### src/rtl/blk_burst_seq.sv
module blk_burst_seq #(
  parameter int AW        = 32,
  parameter int CW        = 12,
  parameter int BLK_SPLIT = 256,
  parameter int MUX_SPLIT = 2048
) (
  input  logic          clk,
  input  logic          rst_n,
  input  logic          start,
  input  logic [AW-1:0] req_addr,
  input  logic [CW-1:0] req_beats,
  input  logic [1:0]    req_size,
  input  logic          req_mux,
  input  logic          req_fixed,
  input  logic          req_swap,
  input  logic          bus_ack,
  input  logic          bus_err,
  input  logic [63:0]   bus_rdata,
  output logic [AW-1:0] bus_addr,
  output logic          as_n,
  output logic          ds_n,
  output logic [63:0]   host_rdata,
  output logic          busy,
  output logic          done,
  output logic          err
);
  localparam int BLK_LG = $clog2(BLK_SPLIT);
  localparam int MUX_LG = $clog2(MUX_SPLIT);

  typedef enum logic [2:0] {S_IDLE, S_AS, S_DS, S_REL, S_GAP} st_t;
  st_t st;

  logic [AW-1:0] addr_q;
  logic [CW-1:0] left_q;
  logic [1:0]    sz_q;
  logic          mux_q, fix_q, swp_q;

  logic          size_bad, mis_al, req_bad;
  logic [AW-1:0] step, nxt;
  logic          at_bound;

  assign size_bad = req_mux ? (req_size != 2'd3) : (req_size == 2'd0 || req_size == 2'd3);
  assign mis_al   = (req_addr & AW'((4'd1 << req_size) - 4'd1)) != '0;
  assign req_bad  = size_bad || mis_al || (req_beats == '0);

  assign step     = AW'(4'd1 << sz_q);
  assign nxt      = addr_q + step;
  assign at_bound = mux_q ? (nxt[MUX_LG-1:0] == '0) : (nxt[BLK_LG-1:0] == '0);

  assign bus_addr = addr_q;
  assign busy     = (st != S_IDLE);
  assign as_n     = !(st == S_AS || st == S_DS || st == S_REL);
  assign ds_n     = (st != S_DS);

  always_ff @(posedge clk) begin
    if (!rst_n) begin
      st     <= S_IDLE;
      addr_q <= '0;
      left_q <= '0;
      sz_q   <= 2'd0;
      mux_q  <= 1'b0;
      fix_q  <= 1'b0;
      swp_q  <= 1'b0;
      done   <= 1'b0;
      err    <= 1'b0;
    end else begin
      done <= 1'b0;
      case (st)
        S_IDLE: if (start) begin
          if (req_bad) begin
            err <= 1'b1;
          end else begin
            err    <= 1'b0;
            addr_q <= req_addr;
            left_q <= req_beats;
            sz_q   <= req_size;
            mux_q  <= req_mux;
            fix_q  <= req_fixed;
            swp_q  <= req_swap;
            st     <= S_AS;
          end
        end
        S_AS:  st <= S_DS;
        S_DS: begin
          if (bus_err) begin
            err <= 1'b1;
            st  <= S_IDLE;
          end else if (bus_ack) begin
            left_q <= left_q - 1'b1;
            if (left_q == CW'(1)) begin
              done <= 1'b1;
              st   <= S_IDLE;
            end else begin
              if (!fix_q) addr_q <= nxt;
              st <= (!fix_q && at_bound) ? S_GAP : S_REL;
            end
          end
        end
        S_REL: st <= S_DS;
        S_GAP: st <= S_AS;
        default: st <= S_IDLE;
      endcase
    end
  end

  always_comb begin
    int nb;
    nb = 1 << sz_q;
    host_rdata = '0;
    for (int i = 0; i < 8; i++)
      if (i < nb)
        host_rdata[8*i +: 8] = swp_q ? bus_rdata[8*(nb-1-i) +: 8] : bus_rdata[8*i +: 8];
  end

  assert_reject_R2: assert property (@(posedge clk) disable iff (!rst_n)
    (st == S_IDLE && start && req_bad) |=> (err && !busy && as_n));

  assert_ds_inside_as_R8: assert property (@(posedge clk) disable iff (!rst_n)
    !ds_n |-> !as_n);

  assert_addr_hold_R8: assert property (@(posedge clk) disable iff (!rst_n)
    (!ds_n && $past(!ds_n)) |-> $stable(bus_addr));

  assert_no_cross_R5: assert property (@(posedge clk) disable iff (!rst_n)
    (!as_n && $past(!as_n) && !fix_q && bus_addr != $past(bus_addr))
      |-> (mux_q ? (bus_addr[MUX_LG-1:0] != '0) : (bus_addr[BLK_LG-1:0] != '0)));

  assert_fixed_addr_R7: assert property (@(posedge clk) disable iff (!rst_n)
    (busy && $past(busy) && fix_q) |-> $stable(bus_addr));

  assert_done_idle_R9: assert property (@(posedge clk) disable iff (!rst_n)
    done |-> (!busy && $past(busy) && as_n && !err));
endmodule

### config.mk
export PLATFORM = sky130hd
export DESIGN_NAME = blk_burst_seq
export DESIGN_NICKNAME = d
export VERILOG_FILES = /design/src/rtl/blk_burst_seq.sv
export SDC_FILE = /design/constraint.sdc
export NUM_CORES = 1
export LEC_CHECK = 0
export BUFFER_PORTS_ARGS = -buffer_cell sky130_fd_sc_hd__buf_2
export CAP_MARGIN = 5
export CORE_ASPECT_RATIO = 1.75
export CORE_MARGIN = 1
export CORE_UTILIZATION = 40
export DETAILED_ROUTE_END_ITERATION = 8
export GPL_TIMING_DRIVEN = 0
export SLEW_MARGIN = 20
export SYNTH_ARGS = -nofsm -noshare
export SYNTH_HDL_FRONTEND = slang
export SYNTH_SLANG_ARGS = --single-unit
### constraint.sdc
create_clock -name clk -period 6.7 [get_ports clk]
set_input_delay 1.675 -clock clk [delete_from_list [all_inputs] [get_ports clk]]
set_output_delay 1.675 -clock clk [all_outputs]
set_load 0.02 [all_outputs]
==> flow_metrics.env <==
export IMPL_required_ps=5030
export IMPL_post_synth_top_area_cell="mux4_2"
export IMPL_ioPinCount=219
export IMPL_via_per_inst=6.49
export IMPL_hp_class="flop to flop"
export IMPL_power_density_nw_per_um2=131
export IMPL_critPathMaxFanout=10
export IMPL_max_vdd_ir_drop_mv=0.242
export IMPL_cts_max_level=2
export IMPL_first_pass_iters=5
export IMPL_setup_viol=0
export IMPL_crit_top_cell="buf_2"
export IMPL_cts_sinks=54
export IMPL_path_clk_slew_ps=70
export IMPL_syn_inst=873
export IMPL_postRouteAntennaNets=0
export IMPL_r2r_cells=12
export IMPL_yosysWarnings=0
export IMPL_drive_gt1_frac=0.328
export IMPL_remaining_drc_errors=0
export IMPL_clk_latency_ps=310
export IMPL_path_class="flop to primary output"
export IMPL_regToRegSetupSlack_ps=2080
export IMPL_finalClockSkew_ps=7.12
export IMPL_die_area_sq_um=18100
export IMPL_use_met2=0.650
export IMPL_dp_hpwl_mm=25.5
export IMPL_critPathArrivalTime_ps=4730
export IMPL_cts_root_buf="clkbuf_16"
export IMPL_hold_depth=2
export IMPL_critPathMaxStageDelay_ps=500
export IMPL_drv_slew=0
export IMPL_core_area_sq_um=17000
export IMPL_cts_path_max_buffers=2
export IMPL_async_flop_share=0
export IMPL_grt_pass1_wl_mm=48.3
export IMPL_antenna_found_initial=0
export IMPL_leakagePower_uw=0.00357
export IMPL_syn_area_sq_um=7010
export IMPL_critPathCaptureType="primary output"
export IMPL_fin_cells=1328
export IMPL_fmax_ghz=0.156
export IMPL_setup_tns_final_ps=0
export IMPL_maxCapViolations=0
export IMPL_hold_viol=0
export IMPL_min_from="left_q[6]"
export IMPL_slew_limit_headroom=0.257
export IMPL_numPortBuffers=217
export IMPL_met1_usage=0.364
export IMPL_gp_congestion=1.03
export IMPL_min_period_ps=6410
export IMPL_rsz0062_at_grt="no"
export IMPL_synth_ff_latch_count=54
export IMPL_r2r_end="st[1]"
export IMPL_synth_edf_count=0
export IMPL_numCtsBuffers=5
export IMPL_drt_total_wl_mm=32.8
export IMPL_die_width_microns=102
export IMPL_rows=63
export IMPL_crit_family="buffers and inverters"
export IMPL_dp_cells=1319
export IMPL_grt_max_degree=17
export IMPL_dr_total_vias=8621
export IMPL_ys_flop_type="dfxtp_1"
export IMPL_worstPathCellList="inv_1 -> ha_1 -> buf_2 -> clkbuf_4 -> clkbuf_2 -> clkinv_2 -> ha_1 -> buf_2 -> clkbuf_2 -> mux4_2 -> mux2_2 -> a22oi_1 -> nor2_1 -> buf_2"
export IMPL_avgSynthCellArea_sq_um=8.03
export IMPL_yosys_top_cells_area="mux4_2, dfxtp_1, a21oi_1"
export IMPL_outcome="finished clean"
export IMPL_timing_rr_start="sz_q[1]"
export IMPL_drt_iter0_drc=501
export IMPL_grt_use_total=0.364
export IMPL_crit_buf_inv=8
export IMPL_synth_cell_types=69
export IMPL_grt_pass1_vias=8282
export IMPL_hold_path_endpoint="left_q[6]"
export IMPL_busiest_layer="met2"
export IMPL_period_share=0.956
export IMPL_die_y_microns=177
export IMPL_grt_overflow_total=0
export IMPL_synth_nets=1012
export IMPL_cts_hold_buf=0
export IMPL_nets=1238
export IMPL_route_detailed_wl_per_inst_microns=24.7
export IMPL_yosys_area_top_type_share=0.167
export IMPL_cts_tree="yes"
export IMPL_start_kind="flop"
export IMPL_ys_seq_area_frac=0.154
export IMPL_start_util=0.412
export IMPL_syn_to_final_growth_pct=22.4
export IMPL_tightest_slew_ps=1110
export IMPL_cp_slowest_cell="ha_1"
export IMPL_gr_usage_met3=0.0592
synthesized netlist by cell type (3+ instances only):
cell	n
o41ai_1	4
mux4_2	52
ha_1	21
mux2i_1	37
buf_2	15
a211oi_1	33
o31ai_1	10
a31o_1	3
a21oi_2	5
nand2_1	108
nor3_1	17
and3_1	5
nor3b_1	7
o32ai_2	16
clkinv_1	3
a22o_1	8
nor2_1	95
nand2b_1	5
xnor2_1	3
a32o_1	3
and2_1	5
a32oi_1	3
or3_1	5
a21oi_1	92
o21a_1	3
mux2_2	22
nor4_1	8
o21ai_0	16
a22oi_1	16
inv_1	15
dfxtp_1	54
a221oi_1	6
buf_6	5
nand3_1	29
o31a_1	5
o21ai_1	15
nor2b_1	12
nand4_1	8
o211ai_1	11
buf_1	8
and4_1	3
clkbuf_1	47
cells in the final DEF (no fill, tap or decap), types with 5 or more instances in the layout:
| master | instances |
|---|---|
| o32ai_2 | 16 |
| a21oi_1 | 92 |
| clkbuf_1 | 43 |
| nor3_1 | 17 |
| and3_1 | 5 |
| buf_2 | 231 |
| buf_1 | 8 |
| nor4_1 | 8 |
| buf_6 | 5 |
| ha_1 | 21 |
| o21ai_0 | 16 |
| o31ai_1 | 10 |
| nand4_1 | 8 |
| a221oi_1 | 6 |
| mux2_2 | 22 |
| o211ai_1 | 11 |
| nand2b_1 | 5 |
| or3_1 | 5 |
| dfxtp_1 | 54 |
| nor3b_1 | 7 |
| a211oi_1 | 31 |
| a21oi_2 | 5 |
| mux2i_1 | 37 |
| nand2_1 | 108 |
| clkbuf_16 | 5 |
| a22oi_1 | 16 |
| nor2b_1 | 12 |
| inv_1 | 15 |
| nand3_1 | 29 |
| mux4_2 | 52 |
| o21ai_1 | 15 |
| o31a_1 | 5 |
| and2_1 | 5 |
| a22o_1 | 8 |
| nor2_1 | 95 |
sequential cells by signal, summed over array words and instances (netlist names):
name	flops
st	3
done	1
mux_q	1
sz_q	2
left_q	12
bus_addr	32
err	1
swp_q	1
fix_q	1
metrics by stage:
stage	utilization	hold WS [ps]	worst slack (ps)	cell area (sq um)	power (uW)
after floorplan	-	440	1150	7010	652
after global placement	0.492	454	-827	8380	823
after detailed placement	0.494	462	-506	8410	825
after CTS	0.504	474	192	8570	1120
after global routing	0.504	497	12.5	8580	1170
final	0.504	477	294	8580	1120
timing repair:
item                                    in CTS  in global routing
pin swaps                                    0                  0
resized for setup                            5                  3
buffers inserted                             0                  0
endpoints found under the setup margin      32                 20
tightest hold or removal path: cells and delay by family, from the launching register on:
kind / cells / cell delay, ps
AO/OA/AOI/OAI: 1 / 60
flip-flops: 1 / 310
AND/OR/NAND/NOR: 1 / 60
cell families (layout without fill, tap and decap cells):
| group | Yosys count | count (layout) | synth area share |
|---|---|---|---|
| muxes | 111 | 111 | 0.255 |
| and+or+nand+nor | 317 | 317 | 0.207 |
| AOI/OAI and AO/OA | 271 | 271 | 0.282 |
| buffers and inverters | 94 | 321 | 0.0584 |
| other | 0 | 1 | 0 |
| xor gates and xnor gates | 5 | 5 | 0.00625 |
| adders and majority gates | 21 | 21 | 0.0375 |
| DFF | 54 | 54 | 0.154 |
worst max path at each step:
stage / startpoint / end / slack (ps) / depth (start not counted)
after floorplan: sz_q[1] / host_rdata[53] / 1150 / 12
after global placement: sz_q[1] / host_rdata[17] / -830 / 13
after detailed placement: sz_q[1] / host_rdata[22] / -510 / 14
after CTS: sz_q[1] / host_rdata[22] / 190 / 14
after global routing: sz_q[1] / host_rdata[22] / 10 / 14
final: sz_q[1] / host_rdata[22] / 290 / 14
routing by layer:
metal	wire length, microns	vias to the layer above
met5	0	-
met4	2820	0
met3	2720	172
met2	16700	593
met1	10600	4052
li1	-	3804
cell type report:
class,count,area (sq um)
Antenna cell,1,2.50
Buffer,75,348
Clock inverter,1,8.76
Clock buffer,7,153
Multi-Input combinational cell,725,5530
Timing Repair Buffer,219,1100
Tap cell,227,284
Inverter,19,72.6
Fill cell,1755,8450
Sequential cell,54,1080
power by group:
part	total [uW]	internal [uW]	switching [uW]
sequential	354	335	18.1
combinational	477	187	290
clock	292	160	132
Note: power is estimated with default switching activity, not from simulation.
